==> src/rtl/dram_page_pkg.sv <==
package dram_page_pkg;

  typedef enum logic [3:0] {
    ST_IDLE,
    ST_PRE,
    ST_ROW,
    ST_COL1,
    ST_COL2,
    ST_RF_PRE,
    ST_RF_CAS,
    ST_RF_BOTH,
    ST_RF_REC
  } dramState_e;

  // Strobes for the next cycle, registered into pins by the datapath.
  typedef struct packed {
    logic rasOn;
    logic casOn;
    logic weOn;
    logic selCol;
    logic driveData;
    logic latchReq;
    logic captureRead;
  } dramStrobe_t;

endpackage

==> src/rtl/dram_page_fsm.sv <==
module dram_page_fsm
  import dram_page_pkg::*;
(
  input  logic        clk,
  input  logic        rstN,
  input  logic        rasDownMode,
  input  logic        reqValid,
  input  logic        reqDram,
  input  logic        reqWrite,
  input  logic        rowHit,
  input  logic        refReq,
  output logic        reqAck,
  output logic        refAck,
  output dramStrobe_t strb
);

  dramState_e state, nextState;
  logic       rowOpen, rowOpenNext;
  logic       curWrite, writeNext;
  logic       accept;
  logic       boundary;

  assign boundary = (state == ST_IDLE) || (state == ST_COL2);

  always_comb begin
    nextState   = state;
    rowOpenNext = rowOpen;
    writeNext   = curWrite;
    accept      = 1'b0;
    case (state)
      ST_IDLE, ST_COL2: begin
        if (refReq) begin
          nextState   = rowOpen ? ST_RF_PRE : ST_RF_CAS;
          rowOpenNext = 1'b0;
        end else if (reqValid && reqDram) begin
          accept    = 1'b1;
          writeNext = reqWrite;
          if (rowOpen && rowHit) begin
            nextState = ST_COL1;
          end else begin
            nextState   = ST_PRE;
            rowOpenNext = 1'b0;
          end
        end else begin
          nextState   = ST_IDLE;
          rowOpenNext = rowOpen && rasDownMode;
        end
      end
      ST_PRE:     nextState = ST_ROW;
      ST_ROW: begin
        nextState   = ST_COL1;
        rowOpenNext = 1'b1;
      end
      ST_COL1:    nextState = ST_COL2;
      ST_RF_PRE:  nextState = ST_RF_CAS;
      ST_RF_CAS:  nextState = ST_RF_BOTH;
      ST_RF_BOTH: nextState = ST_RF_REC;
      ST_RF_REC:  nextState = ST_IDLE;
      default:    nextState = ST_IDLE;
    endcase
  end

  always_comb begin
    strb.rasOn = (nextState == ST_ROW) || (nextState == ST_COL1) ||
                 (nextState == ST_COL2) || (nextState == ST_RF_BOTH) ||
                 ((nextState == ST_IDLE) && rowOpenNext);
    strb.casOn = (nextState == ST_COL2) || (nextState == ST_RF_CAS) ||
                 (nextState == ST_RF_BOTH);
    strb.selCol      = (nextState == ST_COL1) || (nextState == ST_COL2);
    strb.weOn        = writeNext && strb.selCol;
    strb.driveData   = writeNext && strb.selCol;
    strb.latchReq    = accept;
    strb.captureRead = (state == ST_COL2) && !curWrite;
  end

  assign reqAck = accept;
  assign refAck = (state == ST_RF_REC);

  always_ff @(posedge clk or negedge rstN) begin
    if (!rstN) begin
      state    <= ST_IDLE;
      rowOpen  <= 1'b0;
      curWrite <= 1'b0;
    end else begin
      state    <= nextState;
      rowOpen  <= rowOpenNext;
      curWrite <= writeNext;
    end
  end

  AST_ACK_DRAM_ONLY: assert property (@(posedge clk) disable iff (!rstN)
    reqAck |-> (reqValid && reqDram));

  AST_REF_PRIORITY: assert property (@(posedge clk) disable iff (!rstN)
    (refReq && boundary) |-> !reqAck);

  AST_UP_CLOSES: assert property (@(posedge clk) disable iff (!rstN)
    ((state == ST_IDLE) && ($past(state) == ST_COL2) && !$past(rasDownMode)) |-> !rowOpen);

endmodule

==> src/rtl/dram_page_datapath.sv <==
module dram_page_datapath
  import dram_page_pkg::*;
#(
  parameter  int ROW_W  = 4,
  parameter  int COL_W  = 4,
  parameter  int DATA_W = 8,
  localparam int ADDR_W = ROW_W + COL_W,
  localparam int MUX_W  = (ROW_W > COL_W) ? ROW_W : COL_W
) (
  input  logic              clk,
  input  logic              rstN,
  input  dramStrobe_t       strb,
  input  logic [ADDR_W-1:0] reqAddr,
  input  logic [DATA_W-1:0] reqWdata,
  input  logic [DATA_W-1:0] ramDin,
  output logic              rowHit,
  output logic [MUX_W-1:0]  ramAddr,
  output logic              ramRasN,
  output logic              ramCasN,
  output logic              ramWeN,
  output logic [DATA_W-1:0] ramDout,
  output logic              ramDoutEn,
  output logic [DATA_W-1:0] rdData,
  output logic              rdValid
);

  logic [ADDR_W-1:0] curAddr, srcAddr;
  logic [DATA_W-1:0] curWdata, srcData;
  logic [MUX_W-1:0]  rowBus, colBus;

  assign srcAddr = strb.latchReq ? reqAddr  : curAddr;
  assign srcData = strb.latchReq ? reqWdata : curWdata;
  assign rowHit  = (reqAddr[ADDR_W-1:COL_W] == curAddr[ADDR_W-1:COL_W]);

  generate
    if (ROW_W == MUX_W) begin : gRowFull
      assign rowBus = srcAddr[ADDR_W-1:COL_W];
    end else begin : gRowPad
      assign rowBus = {{(MUX_W-ROW_W){1'b0}}, srcAddr[ADDR_W-1:COL_W]};
    end
    if (COL_W == MUX_W) begin : gColFull
      assign colBus = srcAddr[COL_W-1:0];
    end else begin : gColPad
      assign colBus = {{(MUX_W-COL_W){1'b0}}, srcAddr[COL_W-1:0]};
    end
  endgenerate

  always_ff @(posedge clk or negedge rstN) begin
    if (!rstN) begin
      curAddr   <= '0;
      curWdata  <= '0;
      ramAddr   <= '0;
      ramRasN   <= 1'b1;
      ramCasN   <= 1'b1;
      ramWeN    <= 1'b1;
      ramDout   <= '0;
      ramDoutEn <= 1'b0;
      rdData    <= '0;
      rdValid   <= 1'b0;
    end else begin
      if (strb.latchReq) begin
        curAddr  <= reqAddr;
        curWdata <= reqWdata;
      end
      ramAddr   <= strb.selCol ? colBus : rowBus;
      ramRasN   <= ~strb.rasOn;
      ramCasN   <= ~strb.casOn;
      ramWeN    <= ~strb.weOn;
      ramDout   <= srcData;
      ramDoutEn <= strb.driveData;
      rdValid   <= strb.captureRead;
      if (strb.captureRead) rdData <= ramDin;
    end
  end

  AST_CAS_ROW_FIRST: assert property (@(posedge clk) disable iff (!rstN)
    ($fell(ramCasN) && !ramRasN) |-> $past(!ramRasN));

  AST_CBR_ORDER: assert property (@(posedge clk) disable iff (!rstN)
    ($fell(ramRasN) && !ramCasN) |-> $past(!ramCasN));

  AST_CBR_RAS_FOLLOWS: assert property (@(posedge clk) disable iff (!rstN)
    (!ramCasN && ramRasN) |=> !ramRasN);

  AST_WE_IN_ROW: assert property (@(posedge clk) disable iff (!rstN)
    !ramWeN |-> (!ramRasN && ramDoutEn));

endmodule

==> src/rtl/dram_page_ctrl.sv <==
module dram_page_ctrl
  import dram_page_pkg::*;
#(
  parameter  int ROW_W  = 4,
  parameter  int COL_W  = 4,
  parameter  int DATA_W = 8,
  localparam int ADDR_W = ROW_W + COL_W,
  localparam int MUX_W  = (ROW_W > COL_W) ? ROW_W : COL_W
) (
  input  logic              clk,
  input  logic              rstN,
  input  logic              rasDownMode,
  input  logic              reqValid,
  input  logic              reqDram,
  input  logic              reqWrite,
  input  logic [ADDR_W-1:0] reqAddr,
  input  logic [DATA_W-1:0] reqWdata,
  output logic              reqAck,
  output logic              rdValid,
  output logic [DATA_W-1:0] rdData,
  input  logic              refReq,
  output logic              refAck,
  output logic [MUX_W-1:0]  ramAddr,
  output logic              ramRasN,
  output logic              ramCasN,
  output logic              ramWeN,
  output logic [DATA_W-1:0] ramDout,
  output logic              ramDoutEn,
  input  logic [DATA_W-1:0] ramDin
);

  dramStrobe_t strb;
  logic        rowHit;

  dram_page_fsm fsm_i (
    .clk        (clk),
    .rstN       (rstN),
    .rasDownMode(rasDownMode),
    .reqValid   (reqValid),
    .reqDram    (reqDram),
    .reqWrite   (reqWrite),
    .rowHit     (rowHit),
    .refReq     (refReq),
    .reqAck     (reqAck),
    .refAck     (refAck),
    .strb       (strb)
  );

  dram_page_datapath #(
    .ROW_W (ROW_W),
    .COL_W (COL_W),
    .DATA_W(DATA_W)
  ) dp_i (
    .clk      (clk),
    .rstN     (rstN),
    .strb     (strb),
    .reqAddr  (reqAddr),
    .reqWdata (reqWdata),
    .ramDin   (ramDin),
    .rowHit   (rowHit),
    .ramAddr  (ramAddr),
    .ramRasN  (ramRasN),
    .ramCasN  (ramCasN),
    .ramWeN   (ramWeN),
    .ramDout  (ramDout),
    .ramDoutEn(ramDoutEn),
    .rdData   (rdData),
    .rdValid  (rdValid)
  );

  AST_REF_DONE_IDLE: assert property (@(posedge clk) disable iff (!rstN)
    refAck |-> (ramRasN && ramCasN));

endmodule

==> config.mk <==
export PLATFORM = sky130hd
export DESIGN_NAME = dram_page_ctrl
export DESIGN_NICKNAME = d
export VERILOG_FILES = /design/src/rtl/dram_page_pkg.sv /design/src/rtl/dram_page_fsm.sv /design/src/rtl/dram_page_datapath.sv /design/src/rtl/dram_page_ctrl.sv
export SDC_FILE = /design/constraint.sdc
export NUM_CORES = 1
export LEC_CHECK = 0
export BUFFER_PORTS_ARGS = -buffer_cell sky130_fd_sc_hd__buf_4
export CORE_ASPECT_RATIO = 2
export CORE_UTILIZATION = 44
export CTS_CLUSTER_DIAMETER = 150
export DETAILED_ROUTE_END_ITERATION = 8
export HOLD_SLACK_MARGIN = 0.03
export PLACE_DENSITY = 0.77
export SLEW_MARGIN = 10
export SYNTH_ARGS = -nofsm -noshare
export SYNTH_HDL_FRONTEND = slang
export SYNTH_SLANG_ARGS = --single-unit
export TNS_END_PERCENT = 1
==> constraint.sdc <==
create_clock -name clk -period 1.7 [get_ports clk]
set_input_delay 0.425 -clock clk [delete_from_list [all_inputs] [get_ports clk]]
set_output_delay 0.425 -clock clk [all_outputs]
set_load 0.05 [all_outputs]
* Yosys cells after proc, flatten, opt, wreduce, memory -nomap -nowiden
Cells that the tools add are included. Widths: inputs -> output; s select.
Cells by class: muxes and demuxes 17, reduce and logical (&&, ||, !) cells 17, eq/ne operators 14, bitwise gates (word level) 3
Operator list (number):
- $eq 4x3->1 const B | 7
- $pmux 4 s7 | 1
- $eq 4x2->1 const B | 4
- $mux 1 | 9
- $logic_not 4->1 | 2
- $mux 4 | 2
- $mux 8 | 1
- $logic_or 1x1->1 | 7
- $logic_and 1x1->1 | 6
- $mux 2 | 3
- $eq 4x1->1 const B | 1
- $eq 4x4->1 | 1
- $eq 4x4->1 const B | 1
- $not 1->1 | 3
- $pmux 1 s2 | 1
- $reduce_or 2->1 | 1
- $logic_not 1->1 | 1
Word-level totals: word-level logic and storage cells 63, register bits 39, bits of input ports 31

* Logic depth before layout (Yosys ltp)
depth in word-level cells 12, depth in mapped cells 7

* Hierarchy
From an unflattened synthesis, not the netlist that was laid out.
Unflattened totals: cells, all modules 128, area, all modules 1742.9 µm²
By module, submodules not included:
- dram_page_datapath | cells each 72, area each 1239.9 µm², instances 1
- dram_page_fsm | cells each 56, area each 503.0 µm², instances 1

* Worst setup path after synthesis
Ideal clock, no wire load.
path type register -> output, start point register fsm_i.state[0], end point output refAck, path buffers 1, data arrival time 1815 ps, required time 1275 ps, setup slack -540 ps, cell stages (with the launch flop) 4, cells stage by stage dfrtp_1 -> buf_4 -> or2_4 -> nor3_1
Between the ends: cells in the longest elaborated chain, start to end 1
Ends and longest elaborated chain:
- start, declared | RTL line dram_page_fsm.sv:17 | dramState_e state, nextState;
- start signal, assigned | RTL line dram_page_fsm.sv:85 | state <= nextState;
- $eq 4x4->1 | RTL line dram_page_fsm.sv:77 | assign refAck = (state == ST_RF_REC);
- end, declared | RTL line dram_page_ctrl.sv:22 | output logic refAck,
Every way passes these cells.

* Final worst setup path
start point register fsm_i.state[3], end point output refAck
Same word-level chain as after synthesis.

==> flow_summary.ini <==
[outcome]
status = finished, violations left
violations = setup timing

[clocking]
htreeDepth = 2
clkLatencyLatePin_ns = 0.29
clk_path_buf_depth = 2
ctsHoldBuffers = 0
numCtsBuffers = 5
clk_pin_slew_ns = 0.08
cts_root_buf = clkbuf_8
clock_sinks = 39
tritoncts = built

[cells_and_area]
final_area_mm2 = 0.00241
final_cells = 262
multiInputGateArea_um2 = 678
final_common_cell = buf_4
syn_to_final_growth_pct = 41.0
regArea_um2 = 982
most-common-layout-cells = buf_4 (66), dfrtp_1 (34), nand2_1 (31), mux2_2 (20)
diodes = 0
finalNetCount = 243
drive_above_1_share = 0.540
n_fill_cell = 304
fin_util = 0.655

[drt]
routedWlPerCell_um = 14.3
first_iter_violations = 28
drc = 0
via_per_inst = 4.98
dr.pass1.iters = 4
vias = 1306
postRouteAntennaNets = 0
drt-total-wl_mm = 3.75

[synthesis]
yosysTopAreaCell = dfrtp_1
ys_seq_area_frac = 0.573
synthesis.nets = 170
yosysWarnings = 0
synth_top_area_frac = 0.527
synth-seq-cells = 39
synth.area.top_cells = dfrtp_1 (53%), mux2_2 (13%), nand2_1 (6.8%), dfstp_2 (4.6%), xnor2_1 (2.6%)
syn_area_per_cell_um2 = 12.3
syn_area_mm2 = 0.00171
syn_inst = 139
synth.distinct_cells = 33

[sta]
period_needed_ns = 1.78
finalCritPeriodShare = 1.05
whs_ns = 0.0921
slew-limit-headroom = 0.679
tightest_slew_ns = 0.481
maxSlewViolCount = 0
setup_viol = 2
skew_ns = 0.00646
rsz0062_at_grt = yes
final_hold_viol_count = 0
fin_ws_ns = -0.0821
fmax_ghz = 0.561

[critical_path]
r2r_start = fsm_i.state[1]$_DFF_PN0_
critPathMaxFanout = 3
startpoint = fsm_i.state[3]$_DFF_PN0_
cp-end-kind = output pin
critPathKind = reg2out
required_ns = 1.27
start_kind = register
critPathArrivalTime_ns = 1.36

[placement]
numPortBuffers = 57
routabilityCongestion = 0.912
placed_area_mm2 = 0.00225
dp.cells = 251
dp_hpwl_mm = 2.83

[floorplan]
die_area_mm2 = 0.00416
coreArea_mm2 = 0.00368
die_h_um = 90.2
ios = 58
num_rows = 31
start_util = 0.464
die_x_um = 46.1

[global_routing]
grt_pass1_vias = 1364
grt-ovfl-total = 0
grt_first_pass_wirelength_mm = 6.20
grt_start_max_net_pins = 40
gr-usage-all-layers = 0.206
antenna_found_initial = 0

[flow_run]
maxCapViolCount = 0

[power]
p_leak_uw = 0.00119
p_per_area_mw_per_mm2 = 2210
vdd_drop_max_uv = 1380
p_total_uw = 5330

[hold_path]
hp-class = in2async
-- state kept, by name, indices dropped and copies added, names as in the netlist, 4 cells and up --
signal        count
dp_i.curAddr      8
dp_i.ramDout      8
fsm_i.state       4
dp_i.rdData       8
dp_i.ramAddr      4
-- Yosys cell counts --
library cell	n
nor2_4	1
nand2_1	31
nor2_1	6
mux2_4	1
or2_2	1
a31o_4	1
a21boi_0	1
nand3b_1	1
buf_6	3
nand3_1	1
clkinv_1	1
o311a_1	1
inv_1	4
nor2_8	1
a211oi_1	2
a21oi_1	2
a311oi_1	1
clkbuf_1	1
nor3_4	2
xnor2_1	5
nor4_1	1
nand4_4	1
o32a_1	1
or2_4	1
and2_1	1
dfrtp_1	36
xor2_1	1
o21ai_0	3
buf_4	1
mux2_2	20
nand2b_1	1
dfstp_2	3
nor3_1	2
-- cells by family (layout without fill, tap and decap cells) --
kind of cell              count (synthesis)  in the layout  share of synthesized area
AOI/OAI and AO/OA                        12             12                     0.0549
xor gates and xnor gates                  6              6                     0.0307
buffers and inverters                    10             84                     0.0373
DFF                                      39             39                      0.573
muxes                                    21             21                      0.140
and+or+nand+nor                          51             51                      0.164
-- path summary, 6_finish.rpt --
kind                                                to  depth (start not counted)  slack (ns)
setup / recovery                                refAck                          5       -0.08
hold / removal               dp_i.curAddr[3]$_DFF_PN0_                          1        0.09
setup reg to reg            dp_i.rdData[4]$_DFFE_PN0P_                          3        0.06
hold reg to reg            dp_i.ramDout[4]$_DFFE_PN0P_                          2        0.48
max in group asynchronous     fsm_i.state[1]$_DFF_PN0_                          1        1.24
min in group clk           dp_i.ramDout[7]$_DFFE_PN0P_                          3        0.33
-- per-layer routing --
metal,vias up,track usage,share of wire,wire [um]
met5,-,0,0,0
met2,53,0.359,0.58,2190
met1,638,0.217,0.36,1340
met4,0,0.0956,0.025,95
met3,8,0.0462,0.031,118
li1,607,-,-,-
-- through the flow --
| step | TNS (ns) | setup WS (ns) |
|---|---|---|
| 2_1_floorplan | -0.000998 | -0.000998 |
| 3_3_place_gp | 0 | 0.0317 |
| 3_5_place_dp | -0.0229 | -0.00858 |
| 4_1_cts | -0.167 | -0.0937 |
| 5_1_grt | -0.321 | -0.127 |
| 6_report | -0.140 | -0.0821 |
-- worst max-delay path, stage by stage, from the launching register on --
cell	delay [ns]
dfrtp_1	0.43
buf_6	0.14
inv_4	0.03
buf_6	0.11
nor3_4	0.17
buf_6	0.18
-- power breakdown --
group	total [uW]	switching (uW)	internal, uW	leakage [uW]
registers	1680	284	1400	0.000475
logic	2850	1760	1100	0.000656
clock network	790	315	475	0.0000612
-- cell type report --
| cell class | count | share of cell area |
|---|---|---|
| Clock buffer | 6 | 0.0342 |
| Sequential cell | 39 | 0.407 |
| Tap cell | 49 | 0.0254 |
| Multi-Input combinational cell | 90 | 0.281 |
| Timing Repair Buffer | 71 | 0.229 |
| Inverter | 5 | 0.00882 |
| Clock inverter | 2 | 0.0145 |
-- what timing repair did --
item | CTS | global route
gates resized for setup | 6 | 3
setup buffers | 2 | 1
setup endpoints to repair | 2 | 12
pin swaps | 1 | 2
No activity file was read; power rests on OpenSTA's default activity.
